`config.mk`:
```
export PLATFORM = sky130hd
export DESIGN_NAME = srx_self_refresh_seq
export DESIGN_NICKNAME = d
export VERILOG_FILES = /design/src/rtl/srx_pkg.sv /design/src/rtl/srx_down_counter.sv /design/src/rtl/srx_seq_fsm.sv /design/src/rtl/srx_cmd_gate.sv /design/src/rtl/srx_self_refresh_seq.sv
export SDC_FILE = /design/constraint.sdc
export NUM_CORES = 1
export LEC_CHECK = 0
export CAP_MARGIN = 0
export CORE_MARGIN = 10
export CORE_UTILIZATION = 40
export DETAILED_ROUTE_END_ITERATION = 10
export PLACE_DENSITY_LB_ADDON = 0.2
export SYNTH_ARGS = -nofsm -noshare
export SYNTH_HDL_FRONTEND = slang
export SYNTH_HIERARCHICAL = 1
export SYNTH_SLANG_ARGS = --single-unit
```
`constraint.sdc`:
```
create_clock -name clk -period 6.82 [get_ports clk]
set_input_delay 0.682 -clock clk [delete_from_list [all_inputs] [get_ports clk]]
set_output_delay 0.682 -clock clk [all_outputs]
set_load 0.02 [all_outputs]
```
`src/rtl/srx_pkg.sv`:
```
package srx_pkg;

  typedef enum logic [2:0] {
    CMD_NOP = 3'd0,
    CMD_REF = 3'd1,
    CMD_SRE = 3'd2,
    CMD_RD  = 3'd3,
    CMD_RDA = 3'd4,
    CMD_WR  = 3'd5,
    CMD_ACT = 3'd6,
    CMD_PRE = 3'd7
  } srx_cmd_e;

  typedef enum logic [1:0] {
    ST_ACTIVE    = 2'd0,
    ST_ODT_DRAIN = 2'd1,
    ST_SELF      = 2'd2
  } srx_state_e;

  // bits needed to hold max_val
  function automatic int cnt_width(input int max_val);
    int w;
    w = 1;
    while ((1 << w) <= max_val) w++;
    return w;
  endfunction

  function automatic int max4(input int a, input int b, input int c, input int d);
    int m;
    m = a;
    if (b > m) m = b;
    if (c > m) m = c;
    if (d > m) m = d;
    return m;
  endfunction

  function automatic logic is_read(input logic [2:0] c);
    return (c == CMD_RD) || (c == CMD_RDA);
  endfunction

endpackage

```
`src/rtl/srx_down_counter.sv`:
```
module srx_down_counter #(
  parameter int W = 8
) (
  input  logic         clk,
  input  logic         rst_n,
  input  logic         load,
  input  logic [W-1:0] load_val,
  output logic         zero
);

  logic [W-1:0] cnt;

  always_ff @(posedge clk) begin
    if (!rst_n)            cnt <= '0;
    else if (load)         cnt <= load_val;
    else if (cnt != '0)    cnt <= cnt - 1'b1;
  end

  assign zero = (cnt == '0);

endmodule

```
`src/rtl/srx_seq_fsm.sv`:
```
module srx_seq_fsm
  import srx_pkg::*;
(
  input  logic       clk,
  input  logic       rst_n,
  input  logic       enter_req,
  input  logic       exit_req,
  input  logic       banks_idle,
  input  logic       clk_stable,
  input  logic       ref_issued,
  input  logic       aofd_zero,
  input  logic       dwell_zero,
  input  logic       xsrd_zero,
  output srx_state_e state,
  output logic       entry_start,
  output logic       sre_fire,
  output logic       exit_accept
);

  srx_state_e state_nx;
  logic       enter_pend;
  logic       exit_pend;
  logic       ref_owed;

  // entry needs idle banks, no owed refresh and the read-exit interval over
  assign entry_start = (state == ST_ACTIVE) && (enter_req || enter_pend) &&
                       banks_idle && !ref_owed && xsrd_zero;
  assign sre_fire    = (state == ST_ODT_DRAIN) && aofd_zero;
  assign exit_accept = (state == ST_SELF) && (exit_req || exit_pend) &&
                       clk_stable && dwell_zero;

  always_comb begin
    state_nx = state;
    unique case (state)
      ST_ACTIVE:    if (entry_start) state_nx = ST_ODT_DRAIN;
      ST_ODT_DRAIN: if (sre_fire)    state_nx = ST_SELF;
      ST_SELF:      if (exit_accept) state_nx = ST_ACTIVE;
      default:                       state_nx = ST_ACTIVE;
    endcase
  end

  always_ff @(posedge clk) begin
    if (!rst_n) begin
      state      <= ST_ACTIVE;
      enter_pend <= 1'b0;
      exit_pend  <= 1'b0;
      ref_owed   <= 1'b0;
    end else begin
      state <= state_nx;

      if (sre_fire)                           enter_pend <= 1'b0;
      else if (enter_req && state != ST_SELF) enter_pend <= 1'b1;

      if (exit_accept)                        exit_pend <= 1'b0;
      else if (exit_req && state == ST_SELF)  exit_pend <= 1'b1;

      if (exit_accept)                        ref_owed <= 1'b1;
      else if (ref_issued)                    ref_owed <= 1'b0;
    end
  end

  AST_PEND_HELD: assert property (@(posedge clk) disable iff (!rst_n)
    (enter_pend && state == ST_ACTIVE && !entry_start) |=> enter_pend);

  AST_SELF_ON_SRE: assert property (@(posedge clk) disable iff (!rst_n)
    sre_fire |=> (state == ST_SELF));

endmodule

```
`src/rtl/srx_cmd_gate.sv`:
```
module srx_cmd_gate
  import srx_pkg::*;
(
  input  srx_state_e  state,
  input  logic        sre_fire,
  input  logic        xsrd_zero,
  input  logic        xsnr_zero,
  input  logic [2:0]  host_cmd,
  input  logic        host_odt,
  output logic [2:0]  mem_cmd,
  output logic        mem_cke,
  output logic        mem_odt,
  output logic        ready_rd,
  output logic        ready_other,
  output logic        ref_issued
);

  logic active;

  assign active      = (state == ST_ACTIVE);
  assign ready_rd    = active && xsrd_zero;
  assign ready_other = active && xsnr_zero;

  always_comb begin
    mem_cmd = CMD_NOP;
    if (sre_fire) begin
      mem_cmd = CMD_SRE;
    end else if (active) begin
      if (host_cmd == CMD_SRE)       mem_cmd = CMD_NOP;
      else if (is_read(host_cmd))    mem_cmd = ready_rd    ? host_cmd : CMD_NOP;
      else if (host_cmd != CMD_NOP)  mem_cmd = ready_other ? host_cmd : CMD_NOP;
    end
  end

  assign mem_cke    = !((state == ST_SELF) || sre_fire);
  assign mem_odt    = active && xsrd_zero && host_odt;
  assign ref_issued = (mem_cmd == CMD_REF);

endmodule

```
`src/rtl/srx_self_refresh_seq.sv`:
```
module srx_self_refresh_seq
  import srx_pkg::*;
#(
  parameter int T_XSNR = 50,
  parameter int T_XSRD = 200,
  parameter int T_AOFD = 3,
  parameter int T_IS   = 2
) (
  input  logic       clk,
  input  logic       rst_n,
  input  logic       enter_req,
  input  logic       exit_req,
  input  logic       banks_idle,
  input  logic       clk_stable,
  input  logic [2:0] host_cmd,
  input  logic       host_odt,
  output logic [2:0] mem_cmd,
  output logic       mem_cke,
  output logic       mem_odt,
  output logic       ready_rd,
  output logic       ready_other
);

  localparam int CMAX = max4(T_XSNR, T_XSRD, T_AOFD, T_IS);
  localparam int CW   = cnt_width(CMAX);
  localparam int NCNT = 4;
  // counter slots: 0 ODT lead, 1 self-refresh dwell, 2 read exit, 3 non-read exit
  localparam int LOADV [NCNT] = '{T_AOFD, T_IS, T_XSRD, T_XSNR};

  if (T_XSNR > T_XSRD) begin : g_param_check
    $error("T_XSNR must not exceed T_XSRD");
  end

  srx_state_e       state;
  logic             entry_start;
  logic             sre_fire;
  logic             exit_accept;
  logic             ref_issued;
  logic [NCNT-1:0]  cnt_load;
  logic [NCNT-1:0]  cnt_zero;

  assign cnt_load = {exit_accept, exit_accept, sre_fire, entry_start};

  for (genvar g = 0; g < NCNT; g++) begin : g_timer
    srx_down_counter #(.W(CW)) u_timer (
      .clk      (clk),
      .rst_n    (rst_n),
      .load     (cnt_load[g]),
      .load_val (CW'(LOADV[g])),
      .zero     (cnt_zero[g])
    );
  end

  srx_seq_fsm u_fsm (
    .clk         (clk),
    .rst_n       (rst_n),
    .enter_req   (enter_req),
    .exit_req    (exit_req),
    .banks_idle  (banks_idle),
    .clk_stable  (clk_stable),
    .ref_issued  (ref_issued),
    .aofd_zero   (cnt_zero[0]),
    .dwell_zero  (cnt_zero[1]),
    .xsrd_zero   (cnt_zero[2]),
    .state       (state),
    .entry_start (entry_start),
    .sre_fire    (sre_fire),
    .exit_accept (exit_accept)
  );

  srx_cmd_gate u_gate (
    .state       (state),
    .sre_fire    (sre_fire),
    .xsrd_zero   (cnt_zero[2]),
    .xsnr_zero   (cnt_zero[3]),
    .host_cmd    (host_cmd),
    .host_odt    (host_odt),
    .mem_cmd     (mem_cmd),
    .mem_cke     (mem_cke),
    .mem_odt     (mem_odt),
    .ready_rd    (ready_rd),
    .ready_other (ready_other),
    .ref_issued  (ref_issued)
  );

  // ---------------- pin-level checking state, independent of the FSM ----------------
  localparam int AW = cnt_width(T_XSRD);
  localparam int OW = cnt_width(T_AOFD);
  localparam logic [AW-1:0] XSRD_W = AW'(T_XSRD);
  localparam logic [AW-1:0] XSNR_W = AW'(T_XSNR);
  localparam logic [OW-1:0] AOFD_W = OW'(T_AOFD);

  logic [AW-1:0] exit_age;
  logic [OW-1:0] odt_low_run;
  logic          ref_since_exit;

  always_ff @(posedge clk) begin
    if (!rst_n) begin
      exit_age       <= XSRD_W;
      odt_low_run    <= '0;
      ref_since_exit <= 1'b1;
    end else begin
      if (!mem_cke)                exit_age <= '0;
      else if (exit_age != XSRD_W) exit_age <= exit_age + 1'b1;

      if (mem_odt)                    odt_low_run <= '0;
      else if (odt_low_run != AOFD_W) odt_low_run <= odt_low_run + 1'b1;

      if (!mem_cke)                ref_since_exit <= 1'b0;
      else if (mem_cmd == CMD_REF) ref_since_exit <= 1'b1;
    end
  end

  AST_ODT_LEAD: assert property (@(posedge clk) disable iff (!rst_n)
    (mem_cmd == CMD_SRE) |-> (odt_low_run >= AOFD_W));

  AST_CKE_HELD_LOW: assert property (@(posedge clk) disable iff (!rst_n)
    (mem_cmd == CMD_SRE) |=> !mem_cke);

  AST_CKE_RISE_STABLE: assert property (@(posedge clk) disable iff (!rst_n)
    $rose(mem_cke) |-> $past(clk_stable));

  AST_OTHER_GATED: assert property (@(posedge clk) disable iff (!rst_n)
    (mem_cmd != CMD_NOP && mem_cmd != CMD_SRE && !is_read(mem_cmd)) |-> (exit_age >= XSNR_W));

  AST_READ_GATED: assert property (@(posedge clk) disable iff (!rst_n)
    is_read(mem_cmd) |-> (exit_age >= XSRD_W));

  AST_ODT_QUIET: assert property (@(posedge clk) disable iff (!rst_n)
    mem_odt |-> (exit_age >= XSRD_W));

  AST_CKE_STEADY: assert property (@(posedge clk) disable iff (!rst_n)
    (mem_cke && exit_age < XSRD_W) |=> mem_cke);

  AST_REF_BEFORE_REENTRY: assert property (@(posedge clk) disable iff (!rst_n)
    (mem_cmd == CMD_SRE) |-> ref_since_exit);

endmodule

```
==> results.toml, run 1 <==
[outcome]
outcome = "completed"

[worst_hold_path]
hold_end = "u_fsm/exit_pend"
holdCritStartpoint = "u_fsm/exit_pend"
min_path_cells = 2
hold_class = "reg2reg"

[worst_setup_path]
r2r-start = "g_timer[2].u_timer/cnt[3]"
max_stage_delay_ns = 0.61
crit_start = "g_timer[0].u_timer/cnt[0]"
crit_type = "reg2out"
worstPathMaxFanout = 10
worstReg2RegEnd = "g_timer[0].u_timer/cnt[3]"
worstPathArrival_ns = 2.80
crit_path_frequent_cell = "inv_1"
path_delay_family = "simple AND/OR/NAND/NOR gates"
rrSetupSlack_ns = 4.31
crit_buf_inv = 3
path_cells = "inv_1 > ha_1 > and4bb_1 > nand3b_1 > inv_1 > nor3_2 > nand2_1 > nor2_1 > clkdlybuf4s50_1"
r2r_cells = 6
crit_slowest_cell = "clkdlybuf4s50_1"
end_kind = "primary output"
cp-start-kind = "flip-flop"
cp.required_ns = 6.14

[drt]
drtIter0Drc = 68
vias = 1836
drc = 0
viasPerCell = 4.94
drt_wl_total_mm = 4.68
wire_per_inst_microns = 12.6
first_pass_iters = 5
detail-route-antenna-nets = 0

[cts]
h-tree-depth = 2
cts_tree = "yes"
cts_hold_buf = 0
cts_max_path_buffers = 2
insertion_delay_ns = 0.30
numCtsBuffers = 5
clock-sinks = 37
cts.repair.resized = 0
cts_root_buf = "clkbuf_8"
path_clk_slew_ns = 0.07
cts_setup_buffers = 0

[floorplanning]
io_pins = 17
die_h_microns = 94.3
fp.dieW_microns = 94.3
rows = 26
die_area_sq_mm = 0.00889
start_util_pct = 42.2
core-area_sq_mm = 0.00524

[grt]
grt_use_total_pct = 11.2
gr-total-overflow = 0
grt_pass1_vias = 1790
antenna_found_initial = 0
grt_first_pass_wirelength_mm = 8.17
grt_max_degree = 31

[pwr]
p_int_w = 0.000750
vdd.ir_drop.worst_mv = 0.246
p_sw_share_pct = 39.8
power_frac_clock_pct = 18.4
p_sw_w = 0.000496
p_seq_share_pct = 31.0
p_comb_share_pct = 50.5
power_leakage_nw = 1.01
p_per_area_mw_per_mm2 = 469

[layout]
fin_nets = 315
final_cell_mix = "37 x dfxtp_1, 32 x conb_1, 28 x nand2_1"
fin_area_sq_mm = 0.00266
antenna-diode-count = 0
final_core_util_pct = 50.7
final_common_cell = "dfxtp_1"
drive_gt1_share_pct = 9.27
stdcell_count = 372
area.growth.synth_to_final_pct = 20.3

[timing]
period_share_pct = 51.0
fin_crit_ns = 3.48
report.final.slew_viol_count = 0
hold_violations = 0
skew_ns = 0.0101
fmax_mhz = 287
relSlewSlack_pct = 54.0
fin_hold_ws_ns = 0.477
setup_tns_ns = 0
setup_viol = 0
worst_slew_pin_slew_ns = 0.688
rsz0062_at_grt = "false"

[placement]
dp_hpwl_mm = 3.31
place.gp.congestion = 0.806
place_area_sq_mm = 0.00252
placed_cells = 364
io_buffers = 16

[yosys]
ys.flop_type = "dfxtp_1"
ys_ff_latch = 37
async_reset_ff_share_pct = 0
synth_area_leaders = "dfxtp_1 34%, nand3_1 5.4%, o31ai_1 5.4%"
synth_top_cell_by_area = "dfxtp_1"
synth_top_area_share_pct = 33.5
ys_warn_count = 6
syn_area_sq_mm = 0.00221
avgSynthCellArea_sq_um = 8.69
synth_cell_types = 38
syn_inst = 254
synth_seq_area_share_pct = 33.5
synth-edff-count = 0

[flow_run]
cap_violations = 0
## routing by layer
layer | GRT usage, % | vias up | share of wire [%]
met1 | 14.4 | 815 | 51
met5 | 0 | - | 0
li1 | - | 988 | -
met4 | 4.94 | 0 | 1.6
met2 | 17.0 | 26 | 44
met3 | 3.28 | 7 | 3.8
## area by class of cell
type,instances,area [sq um]
fillers,522,2580
flip-flops and latches,37,741
inverters,14,52.6
multi-input cells,225,1470
clock buffers,5,68.8
repair buffers,18,175
clock inverters,3,65.1
well taps,70,87.6
## power by group through the flow
stage | clock (W) | sequential [W] | combinational (W)
2_1_floorplan | 0 | 0.000373 | 0.000542
3_3_place_gp | 0 | 0.000390 | 0.000624
3_5_place_dp | 0 | 0.000390 | 0.000633
4_1_cts | 0.000234 | 0.000386 | 0.000636
5_1_grt | 0.000244 | 0.000399 | 0.000705
6_report | 0.000230 | 0.000387 | 0.000629
## cell usage after synthesis (all sizes together), types with 4 or more instances
cell type and instances:
xor2 4, nor2 15, a31oi 4, a311oi 4, buf 4, o21ai 15
a21oi 8, and4bb 4, xnor2 12, o211ai 5, nor3 9, mux2i 5
dfxtp 37, nand4 4, nor3b 9, ha 4, nand2 28, clkbuf 4
nand3 24, o31ai 16, nor4 4, nand4b 4, inv 14
## flip-flops by register name, indices dropped and copies added (netlist names)
| name | count |
|---|---|
| u_fsm/ref_owed | 1 |
| u_fsm/exit_pend | 1 |
| g_timer.u_timer/cnt | 32 |
| u_fsm/state | 2 |
| u_fsm/enter_pend | 1 |
## cells by family (layout without fill, tap and decap cells)
logic type / Yosys count / count (layout) / synth area share (%)
AOI/OAI and AO/OA: 56 / 56 / 17.6
xor gates and xnor gates: 16 / 16 / 6.35
adders and majority gates: 4 / 4 / 2.27
buffers and inverters: 22 / 40 / 5.10
DFF: 37 / 37 / 33.5
muxes: 5 / 5 / 2.27
other: 2 / 32 / 0.340
and+or+nand+nor: 112 / 112 / 32.5
## stage by stage
stage | total power [W] | setup WS, ns
after floorplan | 0.000915 | 4.36
after global placement | 0.00101 | 3.77
after detailed placement | 0.00102 | 3.70
after CTS | 0.00126 | 3.35
after global routing | 0.00135 | 3.13
final | 0.00125 | 3.34
## tightest hold or removal path: cells and delay by family, from the launching register on
family | cells | cell delay (ns)
flip-flops | 1 | 0.33
AO/OA/AOI/OAI | 1 | 0.04
AND/OR/NAND/NOR | 1 | 0.07
## worst max-delay path by stage
stage,endpoint,slack (ns),depth (start not counted)
2_1_floorplan,mem_cmd[2],4.36,9
3_3_place_gp,mem_cmd[0],3.77,9
3_5_place_dp,mem_cmd[0],3.70,9
4_1_cts,mem_cmd[0],3.35,9
5_1_grt,mem_cmd[0],3.13,9
6_report,mem_cmd[0],3.34,9
Note: power is estimated with default switching activity, not from simulation.
==> inputs of run 2 (changes only) <==
clock period = 3.3 ns   (was 6.82 ns; I/O delays follow)
==> run 2 against run 1 <==
Compared with the run above: largest power group unchanged; final area fell by 1.5%; clock power rose by 33%; worst setup slack got worse by 3.1 ns; non-clock buffer count rose by 2; worst hold slack improved by 0.011 ns; register-to-register slack got worse by 3.4 ns.
==> results.toml, run 2 (same netlist as run 1, synthesis figures left out) <==
[outcome]
outcome = "completed"

[worst_hold_path]
hold_class = "reg2reg"
holdCritStartpoint = "u_fsm/exit_pend"
hold_end = "u_fsm/exit_pend"
min_path_cells = 2

[pwr]
p_int_w = 0.00143
p_sw_share_pct = 41.5
power_frac_clock_pct = 12.5
p_sw_w = 0.00101
vdd.ir_drop.worst_mv = 0.406
p_comb_share_pct = 54.7
p_per_area_mw_per_mm2 = 933
p_seq_share_pct = 32.7
power_leakage_nw = 0.988

[placement]
io_buffers = 16
dp_hpwl_mm = 3.35
place.gp.congestion = 0.757

[grt]
antenna_found_initial = 0
grt_pass1_vias = 1819
grt_use_total_pct = 11.4
gr-total-overflow = 0
grt_max_degree = 50
grt_first_pass_wirelength_mm = 8.24

[worst_setup_path]
rrSetupSlack_ns = 0.94
cp-start-kind = "flip-flop"
worstPathArrival_ns = 2.73
worstReg2RegEnd = "g_timer[3].u_timer/cnt[4]"
cp.required_ns = 2.97
r2r_cells = 8
r2r-start = "g_timer[1].u_timer/cnt[3]"
worstPathMaxFanout = 10
end_kind = "primary output"
crit_type = "reg2out"

[cts]
path_clk_slew_ns = 0.07
numCtsBuffers = 5
clock-sinks = 37
h-tree-depth = 2
cts_tree = "yes"
cts_max_path_buffers = 2
cts_setup_buffers = 0
cts_root_buf = "clkbuf_8"
insertion_delay_ns = 0.29

[layout]
fin_nets = 317
fillerInstances = 517
largest_registers = "g_timer.u_timer/cnt x32, u_fsm/state x2"
final_common_cell = "dfxtp_1"
regMostFlops = "g_timer.u_timer/cnt"
drive_gt1_share_pct = 9.21
antenna-diode-count = 0
final_core_util_pct = 50.0
largest_register_ffs = 32
final_cell_mix = "37 x dfxtp_1, 32 x conb_1, 28 x nand2_1"
area.growth.synth_to_final_pct = 18.6

[drt]
vias = 1892
drc = 0
first_pass_iters = 4
drt_wl_total_mm = 4.64
viasPerCell = 5.06
drtIter0Drc = 67
detail-route-antenna-nets = 0
wire_per_inst_microns = 12.4

[timing]
report.final.slew_viol_count = 0
fmax_mhz = 327
rsz0062_at_grt = "false"
period_share_pct = 92.6
setup_viol = 0
fin_crit_ns = 3.06
skew_ns = 0.00471
hold_violations = 0
setup_tns_ns = 0

[floorplanning]
die_area_sq_mm = 0.00889
core-area_sq_mm = 0.00524
die_h_microns = 94.3
io_pins = 17
rows = 26
start_util_pct = 42.2
fp.dieW_microns = 94.3

[flow_run]
cap_violations = 0
[run 2: worst max-delay path by stage]
stage | from | endpoint | slack, ns
2_1_floorplan | g_timer[1].u_timer/cnt[3] | g_timer[2].u_timer/cnt[1] | 0.94
4_1_cts | g_timer[0].u_timer/cnt[0] | mem_cmd[0] | 0.22
3_5_place_dp | g_timer[0].u_timer/cnt[0] | mem_cmd[0] | 0.55
6_report | g_timer[0].u_timer/cnt[0] | mem_cmd[0] | 0.24
5_1_grt | g_timer[0].u_timer/cnt[1] | mem_cmd[0] | 0.02
3_3_place_gp | g_timer[0].u_timer/cnt[0] | mem_cmd[0] | 0.59
[run 2: power groups by stage]
stage               Clock (W)  Combinational, W  Sequential, W
global route         0.000333           0.00152       0.000827
CTS                  0.000317           0.00135       0.000799
floorplan                   0           0.00112       0.000771
detailed placement          0           0.00135       0.000809
finish               0.000306           0.00134       0.000799
global placement            0           0.00133       0.000804
[run 2: metrics by stage]
stage	instance area (sq um)	std cells	total power (W)	worst slack, ns	hold WS [ns]
after global placement	2540	366	0.00214	0.588	0.459
after floorplan	2320	284	0.00189	0.941	0.437
after detailed placement	2540	366	0.00216	0.548	0.475
after global routing	2620	374	0.00268	0.0207	0.531
after CTS	2620	374	0.00247	0.220	0.492
final	2620	374	0.00244	0.244	0.488
[run 2: per-layer routing]
metal	wire [microns]	vias to the layer above	track usage (%)
li1	-	988	-
met1	2350	877	13.9
met2	2010	20	18.2
met3	209	7	3.04
met4	78	0	4.94
met5	0	-	0
[run 2: area by class of cell]
class	instances	area, sq um	area share [%]
clock buffer	8	80.1	3.06
inverter	14	52.6	2.01
multi-input combinational	225	1470	56.0
sequential	37	741	28.3
tap	70	87.6	3.34
timing repair buffer	20	190	7.26
[run 2: critical path: stages, from the launching register on]
cell and delay (ns):
dfxtp_1 0.38, inv_1 0.07, ha_1 0.28, and4bb_2 0.34
nand3b_1 0.15, inv_1 0.18, nor3_2 0.20, nand2_1 0.11
nor2_1 0.11, clkdlybuf4s50_1 0.61
[run 2: repair_timing]
action | in CTS | in global routing
endpoints found under the setup margin | 0 | 2
hold buffers | 0 | 0
gates resized for setup | 0 | 1
